===== src/rtl/wdt_pkg.sv =====
package wdt_pkg;

    localparam logic [7:0] IDX_CTRL = 8'hF5;
    localparam logic [7:0] IDX_CNT  = 8'hF6;
    localparam logic [7:0] IDX_STAT = 8'hF7;

    typedef enum logic [1:0] {
        SEL_NONE = 2'd0,
        SEL_CTRL = 2'd1,
        SEL_CNT  = 2'd2,
        SEL_STAT = 2'd3
    } reg_sel_e;

    // control byte: bit3 minute units, bit2 keyboard reload, bit1 route to kbd reset
    typedef struct packed {
        logic [3:0] spare_hi;
        logic       minute_mode;
        logic       kbd_reload;
        logic       kbrst_en;
        logic       spare_lo;
    } ctrl_t;

    // status byte: bit7 mouse reload, bit6 keyboard reload, bit4 expired
    typedef struct packed {
        logic mouse_reload;
        logic kbd_reload;
        logic expired;
    } stat_t;

    function automatic reg_sel_e decode_idx(input logic [7:0] idx);
        case (idx)
            IDX_CTRL: return SEL_CTRL;
            IDX_CNT:  return SEL_CNT;
            IDX_STAT: return SEL_STAT;
            default:  return SEL_NONE;
        endcase
    endfunction

    function automatic logic [7:0] stat_byte(input stat_t s);
        return {s.mouse_reload, s.kbd_reload, 1'b0, s.expired, 4'b0000};
    endfunction

endpackage


===== src/rtl/wdt_regs.sv =====
module wdt_regs
    import wdt_pkg::*;
(
    input  logic       clk,
    input  logic       por,
    input  logic       rst,
    input  logic       ctrl_we,
    input  logic       stat_we,
    input  logic       flag_clr,
    input  logic [7:0] wdata,
    input  logic       expire,
    output ctrl_t      ctrl_q,
    output stat_t      stat_q
);

    always_ff @(posedge clk) begin
        if (por) begin
            ctrl_q <= '0;
            stat_q <= '0;
        end else if (rst) begin
            ctrl_q              <= '0;
            stat_q.mouse_reload <= 1'b0;
            stat_q.kbd_reload   <= 1'b0;
        end else begin
            if (ctrl_we) begin
                ctrl_q <= ctrl_t'(wdata);
            end
            if (stat_we) begin
                stat_q.mouse_reload <= wdata[7];
                stat_q.kbd_reload   <= wdata[6];
            end
            if (flag_clr) begin
                stat_q.expired <= 1'b0;
            end
            if (expire) begin
                stat_q.expired <= 1'b1;
            end
        end
    end

endmodule


===== src/rtl/wdt_ticker.sv =====
module wdt_ticker #(
    parameter int TICK_CYCLES = 100_000_000,
    parameter int MIN_UNITS   = 60
) (
    input  logic clk,
    input  logic clr,
    input  logic minute_mode,
    output logic unit_tick
);

    localparam int PW = (TICK_CYCLES > 1) ? $clog2(TICK_CYCLES) : 1;
    localparam logic [PW-1:0] P_LAST = PW'(TICK_CYCLES - 1);

    logic [PW-1:0] presc_q;
    logic          sec_tick;

    assign sec_tick = (presc_q == P_LAST);

    always_ff @(posedge clk) begin
        if (clr) begin
            presc_q <= '0;
        end else if (sec_tick) begin
            presc_q <= '0;
        end else begin
            presc_q <= presc_q + 1'b1;
        end
    end

    generate
        if (MIN_UNITS > 1) begin : g_minute
            localparam int MW = $clog2(MIN_UNITS);
            localparam logic [MW-1:0] M_LAST = MW'(MIN_UNITS - 1);
            logic [MW-1:0] sub_q;

            always_ff @(posedge clk) begin
                if (clr || !minute_mode) begin
                    sub_q <= '0;
                end else if (sec_tick) begin
                    sub_q <= (sub_q == M_LAST) ? '0 : sub_q + 1'b1;
                end
            end

            assign unit_tick = sec_tick && (!minute_mode || (sub_q == M_LAST));
        end else begin : g_flat
            logic unused_mode;
            assign unused_mode = minute_mode;
            assign unit_tick   = sec_tick;
        end
    endgenerate

endmodule


===== src/rtl/wdt_counter.sv =====
module wdt_counter (
    input  logic       clk,
    input  logic       rst_any,
    input  logic       cnt_we,
    input  logic [7:0] wdata,
    input  logic       unit_tick,
    input  logic       kbd_act,
    input  logic       mouse_act,
    input  logic       kbd_en,
    input  logic       mouse_en,
    output logic [7:0] cnt_q,
    output logic       act_reload,
    output logic       restart,
    output logic       expire
);

    logic [7:0] reload_q;
    logic       running;

    assign running    = (cnt_q != 8'd0);
    assign act_reload = running && !cnt_we &&
                        ((kbd_act && kbd_en) || (mouse_act && mouse_en));
    assign restart    = cnt_we || act_reload;
    assign expire     = !rst_any && !restart && unit_tick && (cnt_q == 8'd1);

    always_ff @(posedge clk) begin
        if (rst_any) begin
            cnt_q    <= '0;
            reload_q <= '0;
        end else if (cnt_we) begin
            cnt_q <= wdata;
            if (wdata != 8'd0) begin
                reload_q <= wdata;
            end
        end else if (act_reload) begin
            cnt_q <= reload_q;
        end else if (unit_tick && running) begin
            cnt_q <= cnt_q - 8'd1;
        end
    end

endmodule


===== src/rtl/wdt_pulse.sv =====
module wdt_pulse #(
    parameter int PULSE_W = 16
) (
    input  logic clk,
    input  logic por,
    input  logic fire,
    input  logic route_kb,
    output logic out_n,
    output logic kb_n
);

    localparam int CW = $clog2(PULSE_W + 1);
    localparam logic [CW-1:0] W_LOAD = CW'(PULSE_W);

    logic [CW-1:0] left_q;
    logic          kb_q;
    logic          active;

    always_ff @(posedge clk) begin
        if (por) begin
            left_q <= '0;
            kb_q   <= 1'b0;
        end else if (fire) begin
            left_q <= W_LOAD;
            kb_q   <= route_kb;
        end else if (left_q != '0) begin
            left_q <= left_q - 1'b1;
        end
    end

    assign active = (left_q != '0);
    assign out_n  = !active;
    assign kb_n   = !(active && kb_q);

endmodule


===== src/rtl/wdt_secs.sv =====
module wdt_secs
    import wdt_pkg::*;
#(
    parameter int TICK_CYCLES = 100_000_000,
    parameter int MIN_UNITS   = 60,
    parameter int PULSE_W     = 16
) (
    input  logic       clk,
    input  logic       por,
    input  logic       rst,
    input  logic       cfg_we,
    input  logic [7:0] cfg_idx,
    input  logic [7:0] cfg_wdata,
    output logic [7:0] cfg_rdata,
    input  logic       kbd_act,
    input  logic       mouse_act,
    output logic       wdt_rst_n,
    output logic       kbrst_n
);

    reg_sel_e   sel;
    ctrl_t      ctrl_q;
    stat_t      stat_q;
    logic [7:0] cnt_q;
    logic       rst_any;
    logic       cnt_we;
    logic       ctrl_we;
    logic       stat_we;
    logic       flag_clr;
    logic       act_reload;
    logic       restart;
    logic       expire;
    logic       unit_tick;

    assign sel      = decode_idx(cfg_idx);
    assign rst_any  = por || rst;
    assign cnt_we   = cfg_we && (sel == SEL_CNT);
    assign ctrl_we  = cfg_we && (sel == SEL_CTRL);
    assign stat_we  = cfg_we && (sel == SEL_STAT);
    assign flag_clr = stat_we && !cfg_wdata[4];

    wdt_regs u_regs (
        .clk      (clk),
        .por      (por),
        .rst      (rst),
        .ctrl_we  (ctrl_we),
        .stat_we  (stat_we),
        .flag_clr (flag_clr),
        .wdata    (cfg_wdata),
        .expire   (expire),
        .ctrl_q   (ctrl_q),
        .stat_q   (stat_q)
    );

    wdt_ticker #(
        .TICK_CYCLES (TICK_CYCLES),
        .MIN_UNITS   (MIN_UNITS)
    ) u_ticker (
        .clk         (clk),
        .clr         (rst_any || restart),
        .minute_mode (ctrl_q.minute_mode),
        .unit_tick   (unit_tick)
    );

    wdt_counter u_counter (
        .clk        (clk),
        .rst_any    (rst_any),
        .cnt_we     (cnt_we),
        .wdata      (cfg_wdata),
        .unit_tick  (unit_tick),
        .kbd_act    (kbd_act),
        .mouse_act  (mouse_act),
        .kbd_en     (stat_q.kbd_reload || ctrl_q.kbd_reload),
        .mouse_en   (stat_q.mouse_reload),
        .cnt_q      (cnt_q),
        .act_reload (act_reload),
        .restart    (restart),
        .expire     (expire)
    );

    wdt_pulse #(
        .PULSE_W (PULSE_W)
    ) u_pulse (
        .clk      (clk),
        .por      (por),
        .fire     (expire),
        .route_kb (ctrl_q.kbrst_en),
        .out_n    (wdt_rst_n),
        .kb_n     (kbrst_n)
    );

    always_comb begin
        case (sel)
            SEL_CTRL: cfg_rdata = ctrl_q;
            SEL_CNT:  cfg_rdata = cnt_q;
            SEL_STAT: cfg_rdata = stat_byte(stat_q);
            default:  cfg_rdata = 8'h00;
        endcase
    end

endmodule


===== config.mk =====
export PLATFORM = sky130hd
export DESIGN_NAME = wdt_secs
export DESIGN_NICKNAME = d
export VERILOG_FILES = /design/src/rtl/wdt_pkg.sv /design/src/rtl/wdt_regs.sv /design/src/rtl/wdt_ticker.sv /design/src/rtl/wdt_counter.sv /design/src/rtl/wdt_pulse.sv /design/src/rtl/wdt_secs.sv
export SDC_FILE = /design/constraint.sdc
export NUM_CORES = 1
export LEC_CHECK = 0
export ABC_AREA = 1
export CORE_UTILIZATION = 35
export CTS_CLUSTER_SIZE = 20
export DETAILED_ROUTE_END_ITERATION = 12
export PLACE_DENSITY = 0.54
export SYNTH_ARGS = -nofsm -noshare
export SYNTH_HDL_FRONTEND = slang
export SYNTH_SLANG_ARGS = --single-unit

===== constraint.sdc =====
create_clock -name clk -period 1.76 [get_ports clk]
set_clock_uncertainty 0.2 [all_clocks]
set_input_delay 0.176 -clock clk [delete_from_list [all_inputs] [get_ports clk]]
set_output_delay 0.176 -clock clk [all_outputs]
set_load 0.01 [all_outputs]

==> run_results.csv <==
group,metric,value,unit
setup_path,path_max_fanout,7,
cts,cts.sinks,66,
global_routing,antenna_found_initial,0,
die,dieWidth,105,um
die,initial_core_util,36.0,%
logic_synthesis,synth.area.top_cells,"dfxtp_1 (36%), nand2_1 (13%), inv_1 (8.2%)",
placement,hpwl,7870,um
placement,dp_cells,823,
detailed_routing,via_per_inst,4.70,
logic_synthesis,synth_cell_type_count,34,
cts,h-tree-depth,3,
setup_path,start_kind,"flop",
logic_synthesis,synth_fp_nets,593,
power,p_sw,929,uW
logic_synthesis,ys_ff_latch,66,
global_routing,grt_overflow,0,
timing,rsz0062_at_grt,"yes",
layout,area.growth.synth_to_final,48.8,%
detailed_routing,drt_iter0_drc,126,
placement,pre_cts_ws,-0.643,ns
detailed_routing,wire_per_inst,12.5,um
setup_path,worstPathArrival,1.79,ns
die,fp.dieArea,11000,um2
placement,placed_area,4920,um2
logic_synthesis,synth.largest_area_cell,"dfxtp_1",
die,fp-row-count,37,
layout,fin_area,5510,um2
timing,hold_viol,0,
timing,fin_crit_sh,98.6,%
timing,report.final.setup_viol,0,
hold_path,hold_class,"reg2reg",
logic_synthesis,synth_top_area_share,35.7,%
logic_synthesis,synthArstFlopShare,0,%
timing,fmax,576,MHz
layout,diodes,0,
setup_path,cp-end-kind,"flop",
cts,clk_pin_slew,0.08,ns
power,p_sw_share,25.3,%
detailed_routing,dr_total_vias,3999,
power,power_frac_comb,14.6,%
setup_path,crit_required,1.81,ns
power,clkPwrFrac,42.8,%
die,boundaryPins,32,
logic_synthesis,yosysWarnings,0,
setup_path,critical_path_class,"reg2reg",
logic_synthesis,synth.most_common_cell,"nand2_1",
placement,port_buffers,31,
flow_run,drv_cap,0,
timing,maxSlewViolCount,0,
layout,n_fill_cell,1026,
global_routing,grt_pass1_wl,17800,um
layout,layout.cells.non_filler,850,
layout,multi_input_comb_area,2330,um2
logic_synthesis,yosysSeqAreaShare,35.7,%
cts,cts_buffers,9,
die,core-area,10300,um2
logic_synthesis,avgSynthCellArea,6.56,um2
power,seqPwrFrac,42.7,%
cts,cts_tree,"yes",
logic_synthesis,ys.flop_type,"dfxtp_1",
timing,worst_pin_slew,0.303,ns
logic_synthesis,ys_top_cells_by_count,"nand2_1 (133), inv_1 (81), nor2_1 (81), dfxtp_1 (66), nand3_1 (53)",
global_routing,grt_pass1_vias,3989,
logic_synthesis,synth_area,3700,um2
placement,place_congestion,0.878,
power,power.density,666,nW/um2
timing,period_minus_slack,1.74,ns
timing,slew_headroom,79.6,%
die,die_h,105,um
detailed_routing,first_pass_iters,6,
cts,clock_latency,0.35,ns
cts,clock_path_buffers,2,
timing,layout_setup_ws,0.0241,ns
detailed_routing,drcViolationCount,0,
layout,fin_nets,738,
power,intPower,2740,uW
detailed_routing,ant_nets,0,
logic_synthesis,synth_edf_count,0,
detailed_routing,finalWirelength,10600,um
layout,drive_gt1_share,33.5,%
logic_synthesis,syn_inst,564,
global_routing,grt_max_degree,23,
cts,root_buffer,"clkbuf_8",
cts,cts-hold-fix-buffers,0,
status,outcome,"completed",
power,max-vdd-ir-drop,0.000404,V
layout,regArea,1330,um2
power,power.leakage,0.00253,uW
global_routing,grtUsageTotal,20.4,%
timing,setup_tns,0,ns
## flip-flops by register name, indices dropped and copies added, names as in the netlist
register / flops
u_counter.cnt_q: 8
u_counter.reload_q: 8
u_pulse.kb_q: 1
u_pulse.left_q: 5
u_regs.ctrl_q: 8
u_regs.stat_q: 3
u_ticker.g_minute.sub_q: 6
u_ticker.presc_q: 27
## metrics by stage
step                      power [uW]  hold slack, ns  utilization (%)
after CTS                       3690           0.264             51.5
after global routing            3820           0.295             53.6
after global placement          2100           0.251             47.9
after detailed placement        2120           0.256             47.9
after floorplan                 1880          0.0451                -
final                           3670           0.261             53.6
## per-layer routing
metal | wire (um) | part of all wire, % | track usage [%]
met1 | 4710 | 44 | 23.0
met2 | 5430 | 51 | 37.0
met3 | 259 | 2.4 | 2.99
met4 | 253 | 2.4 | 11.0
met5 | 0 | 0 | 0
## critical path: stages (launching register included)
cell     delay [ns]
dfxtp_2        0.36
ha_4           0.16
nand2_4        0.06
nor3_4         0.22
buf_12         0.15
nand4_4        0.15
nand2_4        0.11
inv_2          0.07
nor2_2         0.11
nor2_1         0.06
## kinds of logic (layout without fill, tap and decap cells)
| logic type | Yosys count | count (layout) | share of synthesized area [%] |
|---|---|---|---|
| xor gates and xnor gates | 24 | 24 | 5.68 |
| buffers and inverters | 91 | 240 | 9.67 |
| and+or+nand+nor | 319 | 320 | 38.1 |
| adders and majority gates | 7 | 7 | 2.37 |
| AOI/OAI and AO/OA | 57 | 57 | 8.55 |
| DFF | 66 | 66 | 35.7 |
## cells in the final DEF (no fill, tap or decap), types with 6 or more instances in the layout
master,instances
nor2_1,67
nor2_2,15
dlygate4sd2_1,7
nand2_2,19
xnor2_1,8
nor3_2,6
buf_2,8
nand3_1,42
o21ai_0,19
clkbuf_8,9
nor3_1,6
clkdlybuf4s50_1,13
nand4_1,11
nand2_1,115
buf_4,102
nand3_2,12
inv_2,9
a21oi_1,23
dfxtp_2,9
xor2_1,16
dfxtp_1,57
inv_1,71
## layout make-up
| class | instances | share of cell area (%) |
|---|---|---|
| multi-input combinational | 408 | 42.3 |
| clock buffer | 10 | 2.32 |
| inverter | 84 | 5.93 |
| timing repair buffer | 140 | 20.3 |
| clock inverter | 6 | 1.91 |
| sequential | 66 | 24.2 |
| tap | 136 | 3.09 |
## power by group through the flow
stage,logic [uW],registers (uW),clock network [uW]
after floorplan,284,1590,0
after global placement,506,1590,0
after detailed placement,522,1600,0
after CTS,530,1570,1600
after global routing,599,1570,1650
final,535,1570,1570
## final timing paths
| check | start | end | slack [ns] | cells past startpoint |
|---|---|---|---|---|
| setup reg to reg | u_ticker.presc_q[1]$_SDFF_PP0_ | u_counter.cnt_q[4]$_SDFFE_PP0P_ | 0.02 | 9 |
| setup / recovery | u_ticker.presc_q[1]$_SDFF_PP0_ | u_counter.cnt_q[4]$_SDFFE_PP0P_ | 0.02 | 9 |
| hold / removal | u_pulse.left_q[1]$_SDFFE_PP0N_ | u_pulse.left_q[1]$_SDFFE_PP0N_ | 0.26 | 2 |
| hold reg to reg | u_pulse.left_q[1]$_SDFFE_PP0N_ | u_pulse.left_q[1]$_SDFFE_PP0N_ | 0.26 | 2 |
## what timing repair did
item	in CTS	in global routing
cloned	1	0
resized for setup	87	61
endpoints found under the setup margin	56	73
pin swaps	13	16
setup buffers	4	6
Note: power is estimated with default switching activity, not from simulation.
